<file path="config.mk">
export PLATFORM = sky130hd
export DESIGN_NAME = baud_tick_gen
export DESIGN_NICKNAME = d
export VERILOG_FILES = /design/src/rtl/baud_gen_pkg.sv /design/src/rtl/baud_gen_regs.sv /design/src/rtl/baud_gen_prescale.sv /design/src/rtl/baud_gen_reload_cnt.sv /design/src/rtl/baud_tick_gen.sv
export SDC_FILE = /design/constraint.sdc
export NUM_CORES = 1
export LEC_CHECK = 0
export ABC_AREA = 1
export ABC_CLOCK_PERIOD_IN_PS = 2950
export CAP_MARGIN = 20
export CORE_AREA = 3 3 59 61
export CTS_CLUSTER_SIZE = 16
export DETAILED_ROUTE_END_ITERATION = 6
export DIE_AREA = 0 0 62 64
export DONT_BUFFER_PORTS = 1
export GPL_ROUTABILITY_DRIVEN = 0
export PLACE_DENSITY = 0.76
export SLEW_MARGIN = 20
export SYNTH_ARGS = -nofsm -noshare
export SYNTH_HDL_FRONTEND = slang
export SYNTH_HIERARCHICAL = 1
export SYNTH_SLANG_ARGS = --single-unit
</file>
<file path="constraint.sdc">
create_clock -name clk_i -period 2.95 [get_ports clk_i]
set_input_delay 0.1475 -clock clk_i [delete_from_list [all_inputs] [get_ports clk_i]]
set_output_delay 0.1475 -clock clk_i [all_outputs]
set_load 0.01 [all_outputs]
</file>
<file path="src/rtl/baud_gen_pkg.sv">
package baud_gen_pkg;
  localparam int unsigned CTRL_W     = 16;
  localparam int unsigned RELOAD_W   = 13;
  localparam int unsigned BIT_PRESEL = 8;
  localparam int unsigned BIT_FRAC   = 9;
  localparam int unsigned BIT_RUN    = 15;
  localparam int unsigned PRE_W      = 2;

  typedef struct packed {
    logic run;
    logic presel;
  } ctrl_t;

  // last prescaler count: 1 for /2, 2 for /3
  function automatic logic [PRE_W-1:0] pre_last(input logic presel);
    return presel ? PRE_W'(2) : PRE_W'(1);
  endfunction
endpackage

</file>
<file path="src/rtl/baud_gen_regs.sv">
module baud_gen_regs
  import baud_gen_pkg::*;
#(
  parameter int unsigned CW = CTRL_W,
  parameter int unsigned RW = RELOAD_W
) (
  input  logic          clk_i,
  input  logic          rst_ni,
  input  logic          ctrl_we_i,
  input  logic [CW-1:0] ctrl_wdata_i,
  input  logic          reload_we_i,
  input  logic [RW-1:0] reload_wdata_i,
  output ctrl_t         ctrl_o,
  output logic [RW-1:0] reload_o,
  output logic [RW-1:0] reload_nxt_o
);
  ctrl_t         ctrl_q;
  logic [RW-1:0] reload_q;
  logic          reload_ok;
  logic          unused_bits;

  assign reload_ok    = reload_we_i & ~ctrl_q.run;
  assign reload_nxt_o = reload_ok ? reload_wdata_i : reload_q;
  // fractional enable and spare bits are accepted but kept inert
  assign unused_bits  = ^{ctrl_wdata_i[BIT_FRAC], ctrl_wdata_i};

  always_ff @(posedge clk_i or negedge rst_ni) begin
    if (!rst_ni) begin
      ctrl_q   <= '0;
      reload_q <= '0;
    end else begin
      if (ctrl_we_i) begin
        ctrl_q.run    <= ctrl_wdata_i[BIT_RUN];
        ctrl_q.presel <= ctrl_wdata_i[BIT_PRESEL];
      end
      reload_q <= reload_nxt_o;
    end
  end

  assign ctrl_o   = ctrl_q;
  assign reload_o = reload_q;
endmodule

</file>
<file path="src/rtl/baud_gen_prescale.sv">
module baud_gen_prescale
  import baud_gen_pkg::*;
(
  input  logic             clk_i,
  input  logic             rst_ni,
  input  logic             run_i,
  input  logic             presel_i,
  output logic             pre_tick_o,
  output logic [PRE_W-1:0] cnt_o
);
  logic [PRE_W-1:0] cnt_q;
  logic             wrap;

  // >= keeps the wrap safe if the select drops while the count sits at 2
  assign wrap       = cnt_q >= pre_last(presel_i);
  assign pre_tick_o = run_i & wrap;

  always_ff @(posedge clk_i or negedge rst_ni) begin
    if (!rst_ni)     cnt_q <= '0;
    else if (!run_i) cnt_q <= '0;
    else if (wrap)   cnt_q <= '0;
    else             cnt_q <= cnt_q + PRE_W'(1);
  end

  assign cnt_o = cnt_q;
endmodule

</file>
<file path="src/rtl/baud_gen_reload_cnt.sv">
module baud_gen_reload_cnt #(
  parameter int unsigned RW = 13
) (
  input  logic          clk_i,
  input  logic          rst_ni,
  input  logic          run_i,
  input  logic          pre_tick_i,
  input  logic [RW-1:0] load_val_i,
  output logic          zero_o,
  output logic [RW-1:0] cnt_o
);
  logic [RW-1:0] cnt_q;

  assign zero_o = (cnt_q == '0);

  always_ff @(posedge clk_i or negedge rst_ni) begin
    if (!rst_ni)         cnt_q <= '0;
    else if (!run_i)     cnt_q <= load_val_i;
    else if (pre_tick_i) cnt_q <= zero_o ? load_val_i : cnt_q - RW'(1);
  end

  assign cnt_o = cnt_q;
endmodule

</file>
<file path="src/rtl/baud_tick_gen.sv">
module baud_tick_gen
  import baud_gen_pkg::*;
#(
  parameter int unsigned CW = CTRL_W,
  parameter int unsigned RW = RELOAD_W
) (
  input  logic          clk_i,
  input  logic          rst_ni,
  input  logic          ctrl_we_i,
  input  logic [CW-1:0] ctrl_wdata_i,
  input  logic          reload_we_i,
  input  logic [RW-1:0] reload_wdata_i,
  output logic          tick_o,
  output logic          running_o
);
  ctrl_t            ctrl;
  logic [RW-1:0]    reload_q;
  logic [RW-1:0]    reload_nxt;
  logic             pre_tick;
  logic [PRE_W-1:0] pre_cnt;
  logic             cnt_zero;
  logic [RW-1:0]    cnt_val;

  baud_gen_regs #(.CW(CW), .RW(RW)) u_regs (
    .clk_i, .rst_ni, .ctrl_we_i, .ctrl_wdata_i, .reload_we_i, .reload_wdata_i,
    .ctrl_o(ctrl), .reload_o(reload_q), .reload_nxt_o(reload_nxt)
  );

  baud_gen_prescale u_pre (
    .clk_i, .rst_ni, .run_i(ctrl.run), .presel_i(ctrl.presel),
    .pre_tick_o(pre_tick), .cnt_o(pre_cnt)
  );

  baud_gen_reload_cnt #(.RW(RW)) u_cnt (
    .clk_i, .rst_ni, .run_i(ctrl.run), .pre_tick_i(pre_tick),
    .load_val_i(reload_nxt), .zero_o(cnt_zero), .cnt_o(cnt_val)
  );

  assign tick_o    = pre_tick & cnt_zero;
  assign running_o = ctrl.run;
endmodule

</file>
==> impl_metrics.tcl <==
set metrics [dict create \
    drv_cap 0 \
    synthTopCellsByCount "nand2_1 (102), inv_1 (39), nand3_1 (33)" \
    wire_per_inst_um 12.2 \
    path_max_fanout 15 \
    holdPathStages 3 \
    nets 317 \
    cts_tree "built" \
    peakVddDrop_uv 336 \
    r2r_end "u_cnt/cnt_o[1]" \
    status "complete, no violations" \
    antenna_cells 0 \
    hold_end "u_regs/reload_o[2]" \
    vias 1616 \
    ff2ff_path_depth 8 \
    synth_area_leaders "dfrtp_1 (43%), nand2_1 (22%), nand3_1 (9.4%), inv_1 (8.3%), ha_1 (3.6%)" \
    p_leak_nw 1.13 \
    ys.flop_type "dfrtp_1" \
    setup-violations-final 0 \
    synth.most_common_cell "nand2_1" \
    worstPathRequired_ns 3.22 \
    grt_usage 0.226 \
    start_util 0.582 \
    vias_per_cell 4.99 \
    finalSetupTns_ns 0 \
    final_cells 324 \
    grt_start_max_net_pins 31 \
    remaining_drc_errors 0 \
    max_freq_mhz 464 \
    synth.top_cell.area_share 0.426 \
    syn2layout_area_growth_pct 18.9 \
    wl_um 3940 \
    detail-route-antenna-nets 0 \
    rrSetupSlack_ns 0.80 \
    io-pin-count 35 \
    rsz0062_at_grt "false" \
    overflow 0 \
    die_area_um2 3970 \
    synth_cell_type_count 22 \
    post-route-period-util 0.730 \
    cts_buffer_depth 2 \
    netlist_area_um2 1760 \
    io_buffers 0 \
    r2r_start "u_regs/ctrl_o[1]" \
    tightest_slew_ns 0.453 \
    power_density_nw_per_um2 594 \
    hp-class "primary input to flop" \
    die-height_um 64 \
    die_w_um 62 \
    drive_gt1_frac 0.0679 \
    yosysTopAreaCell "dfrtp_1" \
    clock_latency_ns 0.34 \
    synthArstFlopShare 1.00 \
    fin_crit_ns 2.15 \
    crit_type "flop to flop" \
    synth_edf_count 0 \
    grt_pass1_wl_um 6650 \
    dp_hpwl_um 2440 \
    avgSynthCellArea_um2 6.96 \
    drv_slew 0 \
    cts-buffers-inserted 5 \
    startpoint_type "flop" \
    worstPathArrival_ns 2.43 \
    skew_ns 0.0136 \
    max_slew_margin 0.698 \
    syn_nets 291 \
    cts.sink_count 30 \
    rows 20 \
    dr.first_iter.drc_count 89 \
    postSynthCellCount 253 \
    dp_cells 291 \
    antenna_found_initial 0 \
    clk_pin_slew_ns 0.11 \
    worstHoldStart "reload_we_i" \
    utilization 0.692 \
    h-tree-depth 2 \
    final-hold-violation-count 0 \
    clock-root-buffer "clkbuf_4" \
    synth.yosys.seq_area_share 0.426 \
    yosysWarningCount 6 \
    core_area_um2 3030 \
    cp-end-kind "flop" \
    firstDrtPassIters 5 \
    ys_ff_latch 30 \
    first_global_vias 1519 \
]
layer usage:
metal  track usage  share of wire  vias up  routed length, um
li1              -              -      830                  -
met1         0.285           0.44      734               1730
met2         0.370           0.50       47               1980
met3        0.0485          0.045        5                176
met4        0.0796          0.013        0                 53
met5             0              0        -                  0
sequential cells by signal, summed over array words and instances (netlist names):
signal,cells
u_cnt/cnt_o,13
u_pre/cnt_o,2
u_regs/ctrl_o,2
u_regs/reload_o,13
layout make-up:
cell class | count | area [um2]
Inverter | 40 | 150
Clock buffer | 6 | 51.3
Fill cell | 242 | 933
Timing Repair Buffer | 26 | 268
Multi-Input combinational cell | 176 | 807
Sequential cell | 30 | 751
Tap cell | 44 | 55.1
Clock inverter | 2 | 12.5
timing repair:
item | CTS | global route
hold buffers | 25 | 0
endpoints found under the setup margin | 0 | 0
gates resized for setup | 0 | 0
hold endpoints to repair | 45 | 0
setup buffers | 0 | 0
worst max path at each step:
stage	endpoint	startpoint	slack (ns)	depth (start not counted)
floorplan	u_cnt/cnt_o[9]	u_regs/ctrl_o[0]	1.31	11
global placement	u_cnt/cnt_o[6]	u_regs/ctrl_o[0]	1.07	12
detailed placement	u_cnt/cnt_o[6]	u_regs/ctrl_o[0]	1.05	12
CTS	u_cnt/cnt_o[6]	u_regs/ctrl_o[1]	0.88	8
global route	u_cnt/cnt_o[6]	u_regs/ctrl_o[1]	0.60	8
finish	u_cnt/cnt_o[1]	u_regs/ctrl_o[1]	0.80	8
worst max-delay path: stages, from the launching register on:
cell and delay [ns]:
dfrtp_1 0.54, inv_1 0.42, nand3_1 0.16, dlygate4sd3_1 0.62, nand2_1 0.10, inv_1 0.04
nand2_1 0.05, nand3_1 0.08, nand2_1 0.08
layout by cell type (no fill, tap or decap):
| master | count |
|---|---|
| a21oi_1 | 3 |
| clkinvlp_4 | 1 |
| xor2_1 | 2 |
| nand3_2 | 1 |
| clkbuf_8 | 1 |
| nand3b_1 | 1 |
| o21ai_0 | 7 |
| ha_1 | 5 |
| nor2_1 | 12 |
| inv_2 | 1 |
| clkbuf_4 | 5 |
| buf_4 | 1 |
| nor4_1 | 1 |
| clkinv_2 | 1 |
| buf_12 | 1 |
| nor3_1 | 1 |
| nand3_1 | 33 |
| nand2_2 | 3 |
| dlygate4sd3_1 | 24 |
| nand2_4 | 1 |
| inv_1 | 39 |
| nand2_1 | 102 |
| dfrtp_1 | 30 |
| nand4_1 | 1 |
| nor2_2 | 3 |
where the power goes:
group	internal, mW	leakage, nW	switching [mW]
Sequential	0.499	0.368	0.0705
Combinational	0.154	0.725	0.255
Clock	0.114	0.0343	0.151
stage by stage:
stage / cell area, um2 / total power, mW / worst slack [ns] / hold WS (ns)
final: 2090 / 1.24 / 0.797 / 0.170
after global routing: 2090 / 1.35 / 0.603 / 0.174
after CTS: 2090 / 1.25 / 0.877 / 0.135
after detailed placement: 1770 / 0.941 / 1.05 / -0.147
after global placement: 1770 / 0.932 / 1.07 / -0.147
after floorplan: 1760 / 0.874 / 1.31 / -0.148
kinds of logic after synthesis:
group	synth area share
DFF	0.426
and+or+nand+nor	0.384
adders and majority gates	0.0355
xor gates and xnor gates	0.00994
AOI/OAI and AO/OA	0.0284
buffers and inverters	0.116
Note: power is estimated with default switching activity, not from simulation.
